File: config.mk
export PLATFORM = sky130hd
export DESIGN_NAME = cond_fsmd
export DESIGN_NICKNAME = d
export VERILOG_FILES = /design/src/rtl/fsmd_pkg.sv /design/src/rtl/fsmd_ctrl.sv /design/src/rtl/fsmd_alu.sv /design/src/rtl/fsmd_regfile.sv /design/src/rtl/cond_fsmd.sv
export SDC_FILE = /design/constraint.sdc
export NUM_CORES = 1
export LEC_CHECK = 0
export ABC_AREA = 1
export BUFFER_PORTS_ARGS = -buffer_cell sky130_fd_sc_hd__buf_4
export CORE_ASPECT_RATIO = 0.5
export CORE_MARGIN = 2
export CORE_UTILIZATION = 50
export CTS_CLUSTER_SIZE = 8
export DETAILED_ROUTE_END_ITERATION = 7
export PLACE_DENSITY = 0.72
export REMOVE_ABC_BUFFERS = 1
export SYNTH_ARGS = -nofsm -noshare
export SYNTH_HDL_FRONTEND = slang
export SYNTH_SLANG_ARGS = --single-unit
File: constraint.sdc
create_clock -name clk -period 4.4 [get_ports clk]
set_input_delay 0.66 -clock clk [delete_from_list [all_inputs] [get_ports clk]]
set_output_delay 0.66 -clock clk [all_outputs]
set_load 0.03 [all_outputs]
File: src/rtl/fsmd_pkg.sv
package fsmd_pkg;

  typedef enum logic [2:0] {
    ST_IDLE = 3'd0,
    ST_S0   = 3'd1,
    ST_S1   = 3'd2,
    ST_S2   = 3'd3,
    ST_S3   = 3'd4,
    ST_S4   = 3'd5,
    ST_S5   = 3'd6
  } fsmd_state_t;

  localparam int NREG  = 3;
  localparam int IDX_A = 0;
  localparam int IDX_B = 1;
  localparam int IDX_C = 2;

endpackage

File: src/rtl/fsmd_ctrl.sv
module fsmd_ctrl
  import fsmd_pkg::*;
(
  input  logic        clk,
  input  logic        rst,
  input  logic        start,
  input  logic        cond_a,
  input  logic        cond_c,
  output fsmd_state_t state,
  output logic        done
);

  fsmd_state_t nxt_state;

  always_comb begin
    nxt_state = state;
    if (start) begin
      nxt_state = ST_S0;
    end else begin
      case (state)
        ST_S0:   nxt_state = ST_S1;
        ST_S1:   nxt_state = cond_a ? ST_S2 : ST_S4;
        ST_S2:   nxt_state = cond_c ? ST_S3 : ST_S5;
        ST_S3:   nxt_state = ST_S5;
        ST_S4:   nxt_state = ST_S5;
        ST_S5:   nxt_state = ST_S5;
        default: nxt_state = ST_IDLE;
      endcase
    end
  end

  always_ff @(posedge clk) begin
    if (rst) begin
      state <= ST_IDLE;
      done  <= 1'b0;
    end else begin
      state <= nxt_state;
      done  <= (nxt_state == ST_S5);
    end
  end


  start_enter_chk: assert property (@(posedge clk) disable iff (rst)
    start |=> (state == ST_S0));


  terminal_hold_chk: assert property (@(posedge clk) disable iff (rst)
    (state == ST_S5 && !start) |=> (state == ST_S5));


  idle_hold_chk: assert property (@(posedge clk) disable iff (rst)
    (state == ST_IDLE && !start) |=> (state == ST_IDLE));


  s1_branch_chk: assert property (@(posedge clk) disable iff (rst)
    (state == ST_S1 && !start) |=> (state == ($past(cond_a) ? ST_S2 : ST_S4)));

endmodule

File: src/rtl/fsmd_alu.sv
module fsmd_alu
  import fsmd_pkg::*;
#(
  parameter int W = 8
) (
  input  fsmd_state_t                 state,
  input  logic                        cond_a,
  input  logic                        cond_c,
  input  logic [NREG-1:0][W-1:0]      cur,
  output logic [NREG-1:0]             we,
  output logic [NREG-1:0][W-1:0]      nxt
);

  localparam logic [W-1:0] ONE = {{(W-1){1'b0}}, 1'b1};

  logic [W-1:0] a_q, b_q, c_q, b_inv;

  assign a_q   = cur[IDX_A];
  assign b_q   = cur[IDX_B];
  assign c_q   = cur[IDX_C];
  assign b_inv = ~b_q;

  always_comb begin
    we  = '0;
    nxt = cur;
    case (state)
      ST_S0: begin
        we[IDX_A]  = 1'b1;
        nxt[IDX_A] = b_q + c_q;
      end
      ST_S1: begin
        if (!cond_a) begin
          we[IDX_A]  = 1'b1;
          nxt[IDX_A] = ~a_q + ONE;
        end else begin
          we[IDX_B]  = 1'b1;
          nxt[IDX_B] = b_q + c_q;
        end
      end
      ST_S2: begin
        we[IDX_C] = 1'b1;
        if (!cond_c) nxt[IDX_C] = a_q + b_q;
        else         nxt[IDX_C] = ~c_q;
      end
      ST_S3: begin
        if (!cond_c) begin
          we[IDX_C]  = 1'b1;
          nxt[IDX_C] = a_q + b_q;
        end else begin
          we[IDX_A]  = 1'b1;
          nxt[IDX_A] = ~c_q + b_q;
        end
      end
      ST_S4: begin
        if (!cond_a) begin
          we[IDX_B]  = 1'b1;
          nxt[IDX_B] = b_inv;
          if (!cond_c) begin
            we[IDX_A]  = 1'b1;
            nxt[IDX_A] = a_q + b_inv + c_q;
          end
        end else begin
          we[IDX_C]  = 1'b1;
          nxt[IDX_C] = ~c_q;
        end
      end
      default: begin
        we  = '0;
        nxt = cur;
      end
    endcase
  end


  no_write_terminal_chk: assert final ((state != ST_S5 && state != ST_IDLE) || we == '0);

endmodule

File: src/rtl/fsmd_regfile.sv
module fsmd_regfile #(
  parameter int W = 8,
  parameter int N = 3
) (
  input  logic                 clk,
  input  logic                 rst,
  input  logic                 load,
  input  logic [N-1:0][W-1:0]  init,
  input  logic [N-1:0]         we,
  input  logic [N-1:0][W-1:0]  nxt,
  output logic [N-1:0][W-1:0]  q
);

  for (genvar i = 0; i < N; i++) begin : g_reg
    always_ff @(posedge clk) begin
      if (rst)        q[i] <= '0;
      else if (load)  q[i] <= init[i];
      else if (we[i]) q[i] <= nxt[i];
    end
  end


  load_chk: assert property (@(posedge clk) disable iff (rst)
    load |=> (q == $past(init)));


  hold_chk: assert property (@(posedge clk) disable iff (rst)
    (!load && we == '0) |=> $stable(q));

endmodule

File: src/rtl/cond_fsmd.sv
module cond_fsmd
  import fsmd_pkg::*;
#(
  parameter int W = 8
) (
  input  logic         clk,
  input  logic         rst,
  input  logic         start,
  input  logic [W-1:0] a_init,
  input  logic [W-1:0] b_init,
  input  logic [W-1:0] c_init,
  input  logic         cond_a,
  input  logic         cond_c,
  output logic [W-1:0] reg_a,
  output logic [W-1:0] reg_b,
  output logic [W-1:0] reg_c,
  output logic         done
);

  fsmd_state_t               state;
  logic [NREG-1:0][W-1:0]    init_v, cur, nxt;
  logic [NREG-1:0]           we;

  assign init_v[IDX_A] = a_init;
  assign init_v[IDX_B] = b_init;
  assign init_v[IDX_C] = c_init;

  fsmd_ctrl u_ctrl (
    .clk    (clk),
    .rst    (rst),
    .start  (start),
    .cond_a (cond_a),
    .cond_c (cond_c),
    .state  (state),
    .done   (done)
  );

  fsmd_alu #(.W(W)) u_alu (
    .state  (state),
    .cond_a (cond_a),
    .cond_c (cond_c),
    .cur    (cur),
    .we     (we),
    .nxt    (nxt)
  );

  fsmd_regfile #(.W(W), .N(NREG)) u_regs (
    .clk  (clk),
    .rst  (rst),
    .load (start),
    .init (init_v),
    .we   (we),
    .nxt  (nxt),
    .q    (cur)
  );

  assign reg_a = cur[IDX_A];
  assign reg_b = cur[IDX_B];
  assign reg_c = cur[IDX_C];


  done_state_chk: assert property (@(posedge clk) disable iff (rst)
    done == (state == ST_S5));


  terminal_regs_chk: assert property (@(posedge clk) disable iff (rst)
    (done && !start) |=> ($stable(reg_a) && $stable(reg_b) && $stable(reg_c)));


  s0_sum_chk: assert property (@(posedge clk) disable iff (rst)
    (state == ST_S0 && !start) |=> (reg_a == W'($past(reg_b) + $past(reg_c))));

endmodule

==> impl_metrics.json, run 1 <==
{
  "status": "complete, no violations",
  "crit_type": "reg2reg",
  "switchingPower_w": 0.000523,
  "p_int_w": 0.000635,
  "start_util": 0.516,
  "fp-row-count": 21,
  "via_per_inst": 5.39,
  "io_buffers": 53,
  "fin_crit_ns": 2.70,
  "fp.dieW_microns": 121,
  "tightest_slew_ns": 1.18,
  "finClkSkew_ns": 0.00616,
  "max_stage_delay_ns": 0.49,
  "cts_root_buffer": "clkbuf_16",
  "grt_max_degree": 41,
  "grt.met2_usage": 0.430,
  "ys_types": 39,
  "remaining_drc_errors": 0,
  "drt_first_pass_iters": 5,
  "cts-hold-fix-buffers": 0,
  "layout-drive-gt1-share": 0.125,
  "setup_viol": 0,
  "powerDensity_nw_per_um2": 291,
  "diodes": 0,
  "cts_resized": 0,
  "worstSetupEndpointType": "register",
  "slew_violations": 0,
  "clk_path_buf_depth": 2,
  "synthCells": 557,
  "synthToLayoutAreaGrowth_pct": 15.4,
  "clk_latency_ns": 0.27,
  "worstHoldPathType": "reg2reg",
  "routed-via-count": 3729,
  "synth.yosys.seq_area_share": 0.163,
  "syn_area_per_cell_sq_um": 6.19,
  "grt.busiest_layer": "met1",
  "overflow": 0,
  "use_met3": 0.0922,
  "drv_cap": 0,
  "grt_antenna_before_repair": 0,
  "hold_violations": 0,
  "crit_fanout": 6,
  "fp.dieArea_sq_um": 7610,
  "cts_made_buffers": 3,
  "p_sw_frac": 0.452,
  "die_h_microns": 62.7,
  "dp_hpwl_microns": 8410,
  "netlist_area_sq_um": 3450,
  "ir_drop_mv": 0.206,
  "path_clk_slew_ns": 0.08,
  "slowest_stage": "fa_1",
  "critPathRequiredTime_ns": 4.60,
  "p_leak_nw": 2.09,
  "antenna_left": 0,
  "clkPwrFrac": 0.205,
  "cts_num_sinks": 28,
  "fin_cells": 692,
  "seqPwrFrac": 0.281,
  "place_congestion": 0.969,
  "drt_wl_total_microns": 10900,
  "grt_first_pass_wirelength_microns": 17900,
  "fin_crit_sh": 0.615,
  "drt_iter0_drc": 232,
  "cp.arrival_ns": 2.91,
  "ys_ff_latch": 28,
  "fmax_ghz": 0.370,
  "gr-usage-met1": 0.453,
  "finalNetCount": 676,
  "grt_pass1_vias": 3463,
  "timing.slew.headroom": 0.212,
  "cpMostUsedCell": "nand2_1",
  "rsz0062_at_grt": "false",
  "power_frac_comb": 0.514,
  "grt_usage": 0.300,
  "cts-htree-levels": 1,
  "yosys_warnings": 0,
  "cp-start-kind": "register",
  "fin_setup_tns_ns": 0,
  "placedCellCount": 688,
  "core_region_area_sq_um": 6670,
  "postCtsSetupRepairBufs": 0,
  "io_pins": 54,
  "path_cells": "inv_1 > fa_1 > inv_1 > ha_1 > inv_1 > fa_1 > nor3_1 > nor2_1 > nand2_1 > nand2_1 > nor2_1 > nor2_1 > nand2_1 > nand2_1 > a21oi_1",
  "avgRoutedWirePerCell_microns": 15.7,
  "cts_tree": "yes"
}
-- cells in the mapped netlist --
master | instances | area (sq um)
inv_1 | 87 | 327
inv_4 | 1 | 6.26
a221oi_1 | 1 | 8.76
dfxtp_1 | 28 | 561
inv_2 | 5 | 18.8
ha_1 | 35 | 438
nor3_1 | 6 | 30.0
nand2_1 | 128 | 480
buf_6 | 2 | 22.5
fa_1 | 11 | 220
o22ai_1 | 2 | 12.5
a21boi_0 | 1 | 7.51
nor2_4 | 1 | 11.3
buf_4 | 1 | 7.51
o21a_1 | 1 | 7.51
xor2_1 | 6 | 52.6
nor2_2 | 3 | 18.8
nand2_2 | 2 | 12.5
a31oi_1 | 2 | 12.5
o22ai_2 | 1 | 12.5
buf_1 | 1 | 3.75
o21ai_1 | 5 | 25.0
o21bai_1 | 1 | 7.51
nand3b_1 | 1 | 7.51
nor3_4 | 1 | 16.3
o21ai_0 | 35 | 175
buf_2 | 4 | 20.0
nand3_2 | 1 | 10.0
xnor2_1 | 4 | 35.0
o221ai_1 | 1 | 8.76
a21oi_1 | 44 | 220
nand2_4 | 1 | 11.3
a211oi_2 | 1 | 12.5
a21o_1 | 1 | 7.51
o211ai_1 | 11 | 82.6
nand3_1 | 43 | 215
nor2_1 | 60 | 225
nand4_1 | 11 | 68.8
clkbuf_1 | 7 | 26.3
-- path summary, 6_finish.rpt --
kind,start,cells after the start,slack [ns],endpoint
worst max-delay path,u_regs.q[1]$_SDFFE_PP0P_,15,1.70,u_regs.q[7]$_SDFFE_PP0P_
worst min-delay path,u_regs.q[0]$_SDFFE_PP0P_,2,0.56,u_regs.q[0]$_SDFFE_PP0P_
worst max register to register,u_regs.q[1]$_SDFFE_PP0P_,15,1.70,u_regs.q[7]$_SDFFE_PP0P_
worst min register to register,u_regs.q[0]$_SDFFE_PP0P_,2,0.56,u_regs.q[0]$_SDFFE_PP0P_
-- cells in the final DEF (no fill, tap or decap), drive strengths merged, types with 2 or more instances in the layout --
master and n:
fa 11, buf 54, a21oi 44, clkbuf 4
xnor2 4, xor2 6, inv 93, dfxtp 28
nand2 131, a31oi 2, nand4 11, o21ai 40
o22ai 3, nor3 7, nand3 44, ha 35
nor2 64, o211ai 11
-- state kept, by name (all words and copies together) (netlist names) --
register,flops
u_regs.q,24
u_ctrl.state,3
u_ctrl.done,1
-- power groups by stage --
stage          Clock [W]  Combinational (W)  Sequential (W)
3_5_place_dp           0           0.000580        0.000330
2_1_floorplan          0           0.000382        0.000355
6_report        0.000238           0.000595        0.000326
3_3_place_gp           0           0.000577        0.000328
4_1_cts         0.000242           0.000585        0.000324
5_1_grt         0.000256           0.000668        0.000330
-- worst max-delay path, delay by kind of cell (launching register included) --
kind                     cells  cell delay [ns]
flip-flops                   1             0.44
AND/OR/NAND/NOR              8             0.66
adder cells (fa/ha/maj)      3             1.14
buffers and inverters        3             0.29
AO/OA/AOI/OAI                1             0.12
-- layer usage --
layer | routed length, microns | vias up | share of wire
li1 | - | 1878 | -
met1 | 5420 | 1712 | 0.50
met2 | 4360 | 135 | 0.40
met3 | 1030 | 4 | 0.094
met4 | 44 | 0 | 0.0041
met5 | 0 | - | 0
-- area by class of cell --
type | instances | area, sq um
fill | 688 | 2700
multi-input combinational | 421 | 2450
sequential | 28 | 561
timing repair buffer | 54 | 405
inverter | 93 | 352
tap | 92 | 115
clock buffer | 4 | 88.8
-- stage by stage --
stage / setup slack (ns) / utilization / cell area (sq um) / total power (W) / hold slack (ns)
after floorplan: 1.77 / - / 3370 / 0.000737 / 0.608
after detailed placement: 1.74 / 0.582 / 3890 / 0.000910 / 0.540
after global placement: 1.84 / 0.582 / 3890 / 0.000905 / 0.529
after CTS: 1.72 / 0.596 / 3980 / 0.00115 / 0.551
final: 1.70 / 0.596 / 3980 / 0.00116 / 0.558
after global routing: 1.36 / 0.596 / 3980 / 0.00125 / 0.599
-- kinds of logic after synthesis --
kind of cell	Yosys count	synth area share
adder cells (fa/ha/maj)	46	0.191
flip-flops	28	0.163
AO/OA/AOI/OAI	107	0.174
buffers and inverters	108	0.125
XOR/XNOR	10	0.0254
AND/OR/NAND/NOR	258	0.321
Note: power is estimated with default switching activity, not from simulation.
==> run 2: changes to the inputs <==
--- a/config.mk
+++ b/config.mk
@@ -12,7 +12,7 @@
 export CORE_UTILIZATION = 50
 export CTS_CLUSTER_SIZE = 8
 export DETAILED_ROUTE_END_ITERATION = 7
-export PLACE_DENSITY = 0.72
+export PLACE_DENSITY = 0.75
 export REMOVE_ABC_BUFFERS = 1
 export SYNTH_ARGS = -nofsm -noshare
 export SYNTH_HDL_FRONTEND = slang
==> constraint.sdc (replaced) <==
create_clock -name clk -period 2.25 [get_ports clk]
set_input_delay 0.3375 -clock clk [delete_from_list [all_inputs] [get_ports clk]]
set_output_delay 0.3375 -clock clk [all_outputs]
set_load 0.03 [all_outputs]
==> impl_metrics.json, run 2 (synthesized netlist as in run 1, its figures left out) <==
{
  "r2r_cells": 15,
  "cts-htree-levels": 1,
  "fp-row-count": 21,
  "layout-drive-gt1-share": 0.232,
  "crit_type": "reg2reg",
  "dp_hpwl_microns": 8850,
  "regMostFlops": "u_regs.q",
  "final_common_cell": "nand2_1",
  "io_pins": 54,
  "p_sw_frac": 0.451,
  "synthToLayoutAreaGrowth_pct": 26.2,
  "io_buffers": 53,
  "placedCellCount": 721,
  "hold_depth": 3,
  "p_int_w": 0.00133,
  "status": "complete, no violations",
  "drv_cap": 0,
  "slew_violations": 0,
  "grt_antenna_before_repair": 0,
  "cts_tree": "yes",
  "core_region_area_sq_um": 6670,
  "fin_crit_sh": 1.00,
  "fp.dieW_microns": 121,
  "drt_iter0_drc": 252,
  "dp_slack_ns": -0.128,
  "ir_drop_mv": 0.342,
  "hold_violations": 0,
  "reg2reg_to": "u_regs.q[7]$_SDFFE_PP0P_",
  "crit_fanout": 3,
  "via_per_inst": 5.41,
  "overflow": 0,
  "reg.largest.list": "u_regs.q x24, u_ctrl.state x3, u_ctrl.done x1",
  "clkPwrFrac": 0.176,
  "seqPwrFrac": 0.239,
  "fmax_ghz": 0.445,
  "fin_crit_ns": 2.25,
  "antenna_left": 0,
  "setup_viol": 0,
  "diodes": 0,
  "die_h_microns": 62.7,
  "timing.slew.headroom": 0.506,
  "drt_wl_total_microns": 11500,
  "fp.dieArea_sq_um": 7610,
  "remaining_drc_errors": 0,
  "drt_first_pass_iters": 5,
  "worstHoldPathType": "in2reg",
  "r2r-start": "u_regs.q[17]$_SDFFE_PP0P_",
  "final_area_sq_um": 4350,
  "cts_num_sinks": 28,
  "place_congestion": 0.974,
  "start_util": 0.516,
  "p_leak_nw": 2.25,
  "path_clk_slew_ns": 0.07,
  "powerDensity_nw_per_um2": 559,
  "largest_reg_flops": 24,
  "grt_pass1_vias": 3509,
  "grt_first_pass_wirelength_microns": 18000,
  "critPathRequiredTime_ns": 2.45,
  "min_to": "u_regs.q[5]$_SDFFE_PP0P_",
  "tightest_slew_ns": 0.739,
  "avgRoutedWirePerCell_microns": 15.8,
  "clk_path_buf_depth": 2,
  "worstSetupEndpointType": "register",
  "cp-start-kind": "register",
  "cts_root_buffer": "clkbuf_16",
  "grt_usage": 0.304,
  "switchingPower_w": 0.00110,
  "clk_latency_ns": 0.27,
  "finalNetCount": 710,
  "power_frac_comb": 0.585,
  "ff2ff_setup_slack_ns": 0.0004,
  "fin_setup_tns_ns": 0,
  "worstHoldStart": "a_init[5]",
  "finClkSkew_ns": 0.00204,
  "routed-via-count": 3924,
  "dpl-instance-area_sq_um": 4130,
  "fin_cells": 725,
  "final_cell_mix": "nand2_1, buf_4, inv_1, nor2_1, a21oi_1",
  "cp.arrival_ns": 2.45,
  "grt_max_degree": 40,
  "rsz0062_at_grt": "true",
  "fin_ws_ns": 0.000364,
  "cts_made_buffers": 3
}
[run 2: cell count changes in the layout (fill, tap and decap cells not counted), sizes merged]
cell	delta
clkbuf	-1
buf	+34
[run 2: layout make-up]
cell class / instances / area (sq um)
repair buffers: 88 / 661
well taps: 92 / 115
multi-input cells: 421 / 2570
inverters: 93 / 352
clock buffers: 3 / 75.1
flip-flops and latches: 28 / 571
fillers: 611 / 2330
[run 2: worst max-delay path, cell delays in order, from the launching register on]
cell and delay, ns:
dfxtp_2 0.33, inv_2 0.04, fa_1 0.47, inv_2 0.08, ha_4 0.14, inv_2 0.04, fa_2 0.37, nor3_2 0.22
nor2_2 0.06, nand2_1 0.05, nand2_1 0.05, nor2_1 0.09, nor2_1 0.05, nand2_1 0.05, nand2_1 0.04, a21oi_1 0.12
[run 2: metal layers]
metal	part of all wire	global-route usage	wire length, microns	up-vias
met5	0	0	0	-
met4	0.0096	0.0474	110	0
met3	0.12	0.105	1380	12
met2	0.40	0.418	4540	160
met1	0.48	0.462	5460	1802
li1	-	-	-	1950
[run 2: power by group through the flow]
stage	combinational [W]	clock [W]	sequential, W
global route	0.00159	0.000442	0.000585
finish	0.00142	0.000429	0.000580
floorplan	0.000748	0	0.000695
detailed placement	0.00128	0	0.000586
CTS	0.00130	0.000426	0.000574
global placement	0.00126	0	0.000585
[run 2: timing repair]
item,CTS,global route
setup endpoints to repair,3,11
resized for setup,9,36
setup buffers,1,0
pin swaps,4,12
cloned,0,0
hold buffers,0,0
[run 2: through the flow]
stage	hold WS, ns	power (W)	utilization
floorplan	0.407	0.00144	-
global placement	0.531	0.00184	0.619
detailed placement	0.543	0.00186	0.619
CTS	0.364	0.00230	0.634
global route	0.396	0.00262	0.651
finish	0.373	0.00243	0.651
[run 2: how the worst max path moves through the flow]
stage                                         start                        to  slack, ns  cells past startpoint
after floorplan            u_regs.q[1]$_SDFFE_PP0P_  u_regs.q[7]$_SDFFE_PP0P_      -0.38                     15
after global placement     u_regs.q[1]$_SDFFE_PP0P_  u_regs.q[7]$_SDFFE_PP0P_      -0.06                     14
after detailed placement   u_regs.q[1]$_SDFFE_PP0P_  u_regs.q[7]$_SDFFE_PP0P_      -0.13                     14
after CTS                  u_regs.q[1]$_SDFFE_PP0P_  u_regs.q[7]$_SDFFE_PP0P_      0.001                     15
after global routing      u_regs.q[17]$_SDFFE_PP0P_  u_regs.q[7]$_SDFFE_PP0P_      -0.13                     15
final                     u_regs.q[17]$_SDFFE_PP0P_  u_regs.q[7]$_SDFFE_PP0P_     0.0004                     15
==> run 3: changes to the inputs <==
--- a/config.mk
+++ b/config.mk
@@ -9,10 +9,10 @@
 export BUFFER_PORTS_ARGS = -buffer_cell sky130_fd_sc_hd__buf_4
 export CORE_ASPECT_RATIO = 0.5
 export CORE_MARGIN = 2
-export CORE_UTILIZATION = 50
+export CORE_UTILIZATION = 58
 export CTS_CLUSTER_SIZE = 8
 export DETAILED_ROUTE_END_ITERATION = 7
-export PLACE_DENSITY = 0.75
+export PLACE_DENSITY = 0.81
 export REMOVE_ABC_BUFFERS = 1
 export SYNTH_ARGS = -nofsm -noshare
 export SYNTH_HDL_FRONTEND = slang
==> constraint.sdc (replaced) <==
create_clock -name clk -period 2.17 [get_ports clk]
set_input_delay 0.3255 -clock clk [delete_from_list [all_inputs] [get_ports clk]]
set_output_delay 0.3255 -clock clk [all_outputs]
set_load 0.03 [all_outputs]
==> impl_metrics.json, run 3 (synthesized netlist as in run 1, its figures left out) <==
{
  "drt_iter0_drc": 370,
  "reg2reg_to": "u_regs.q[7]$_SDFFE_PP0P_",
  "crit_type": "reg2reg",
  "final_common_cell": "nand2_1",
  "start_util": 0.614,
  "layout-drive-gt1-share": 0.235,
  "cts_made_buffers": 3,
  "grt_max_degree": 40,
  "core_region_area_sq_um": 5610,
  "die_h_microns": 58.5,
  "fp.dieArea_sq_um": 6610,
  "r2r-start": "u_regs.q[1]$_SDFFE_PP0P_",
  "violations": "negative setup slack",
  "routed-via-count": 4057,
  "cts_root_buffer": "clkbuf_16",
  "hold_depth": 3,
  "worstHoldStart": "b_init[5]",
  "drt-met1-wl_microns": 5090,
  "hold_violations": 0,
  "highest_layer": "met4",
  "fp.dieW_microns": 113,
  "antenna_left": 0,
  "remaining_drc_errors": 0,
  "io_pins": 54,
  "reg.largest.list": "u_regs.q x24, u_ctrl.state x3, u_ctrl.done x1",
  "fin_crit_sh": 1.05,
  "diodes": 0,
  "fp-row-count": 19,
  "via_per_inst": 5.67,
  "tightest_slew_ns": 0.468,
  "fmax_ghz": 0.438,
  "drt_first_pass_iters": 5,
  "drv_cap": 0,
  "r2r_cells": 14,
  "clk_path_buf_depth": 2,
  "status": "complete, but fails checks",
  "drt_wl_total_microns": 11900,
  "path_clk_slew_ns": 0.08,
  "cp-start-kind": "register",
  "ir_drop_mv": 0.355,
  "critPathRequiredTime_ns": 2.32,
  "slew_violations": 0,
  "cts_num_sinks": 28,
  "fin_setup_tns_ns": -0.322,
  "largest_reg_flops": 24,
  "synthToLayoutAreaGrowth_pct": 27.9,
  "grt_pass1_vias": 3671,
  "finalHoldWorstSlack_ns": 0.348,
  "wl_met3_microns": 1720,
  "overflow": 0,
  "avgRoutedWirePerCell_microns": 16.6,
  "grt_usage": 0.359,
  "cts_tree": "yes",
  "crit_fanout": 3,
  "fin_ws_ns": -0.115,
  "fin_crit_ns": 2.28,
  "clk_latency_ns": 0.27,
  "dp_slack_ns": -0.231,
  "timing.slew.headroom": 0.687,
  "final_cell_mix": "nand2_1, buf_4, inv_1, nor2_1, nand3_1",
  "p_leak_nw": 2.30,
  "powerDensity_nw_per_um2": 617,
  "finalNetCount": 718,
  "regMostFlops": "u_regs.q",
  "fin_util": 0.785,
  "place_congestion": 1.03,
  "dp_hpwl_microns": 8960,
  "wl_met2_microns": 4880,
  "min_to": "u_regs.q[13]$_SDFFE_PP0P_",
  "fin_cells": 715,
  "grt_first_pass_wirelength_microns": 18300,
  "ff2ff_setup_slack_ns": -0.11,
  "worstHoldPathType": "in2reg",
  "io_buffers": 53,
  "worstSetupEndpointType": "register",
  "setup_viol": 4,
  "rsz0062_at_grt": "true",
  "finClkSkew_ns": 0.00358,
  "cp.arrival_ns": 2.44,
  "placedCellCount": 707,
  "grt_antenna_before_repair": 0,
  "cts-htree-levels": 1
}
run 3: layout make-up:
type	instances	area, sq um
inverter	93	355
sequential	28	569
clock inverter	1	30.0
tap	73	91.3
timing repair buffer	96	724
multi-input combinational	421	2560
clock buffer	3	75.1
fill	460	1200
run 3: critical path: stages (launching register included):
cell and delay, ns:
dfxtp_2 0.34, inv_2 0.04, fa_1 0.48, inv_2 0.09
ha_4 0.14, inv_2 0.04, fa_2 0.41, nor3_2 0.12
nor2_1 0.07, nor2_1 0.10, nor2_1 0.06, nor2_1 0.11
nand2_1 0.06, nand2_1 0.05, a21oi_1 0.06
run 3: how the worst max path moves through the flow:
stage / from / end / slack, ns / cells after the start
3_3_place_gp: u_regs.q[1]$_SDFFE_PP0P_ / u_regs.q[7]$_SDFFE_PP0P_ / -0.15 / 15
2_1_floorplan: u_regs.q[1]$_SDFFE_PP0P_ / u_regs.q[7]$_SDFFE_PP0P_ / -0.46 / 15
6_report: u_regs.q[1]$_SDFFE_PP0P_ / u_regs.q[7]$_SDFFE_PP0P_ / -0.11 / 14
4_1_cts: u_regs.q[1]$_SDFFE_PP0P_ / u_regs.q[7]$_SDFFE_PP0P_ / -0.12 / 15
3_5_place_dp: u_regs.q[1]$_SDFFE_PP0P_ / u_regs.q[7]$_SDFFE_PP0P_ / -0.23 / 14
5_1_grt: u_regs.q[1]$_SDFFE_PP0P_ / u_regs.q[7]$_SDFFE_PP0P_ / -0.22 / 14
run 3: layer usage:
layer | global-route usage | up-vias
li1 | - | 1961
met1 | 0.512 | 1829
met2 | 0.547 | 242
met3 | 0.114 | 25
met4 | 0.0575 | 0
met5 | 0 | -
run 3: per-stage QoR:
stage	area [sq um]	power (W)
detailed placement	4150	0.00197
floorplan	3370	0.00150
finish	4410	0.00272
global route	4410	0.00289
global placement	4150	0.00195
CTS	4320	0.00262
run 3: what timing repair did:
item | in CTS | in global routing
gates resized for setup | 16 | 24
gates cloned | 0 | 0
setup endpoints to repair | 7 | 11
pin swaps | 7 | 11
buffers inserted | 1 | 3
hold buffers | 0 | 0
run 3: report_power, final:
part	leakage [nW]	switching [W]	internal, W	total (W)
logic	2.02	0.000928	0.000620	0.00155
registers	0.234	0.0000411	0.000561	0.000602
clock network	0.0511	0.000201	0.000368	0.000570
total	2.30	0.00117	0.00155	0.00272
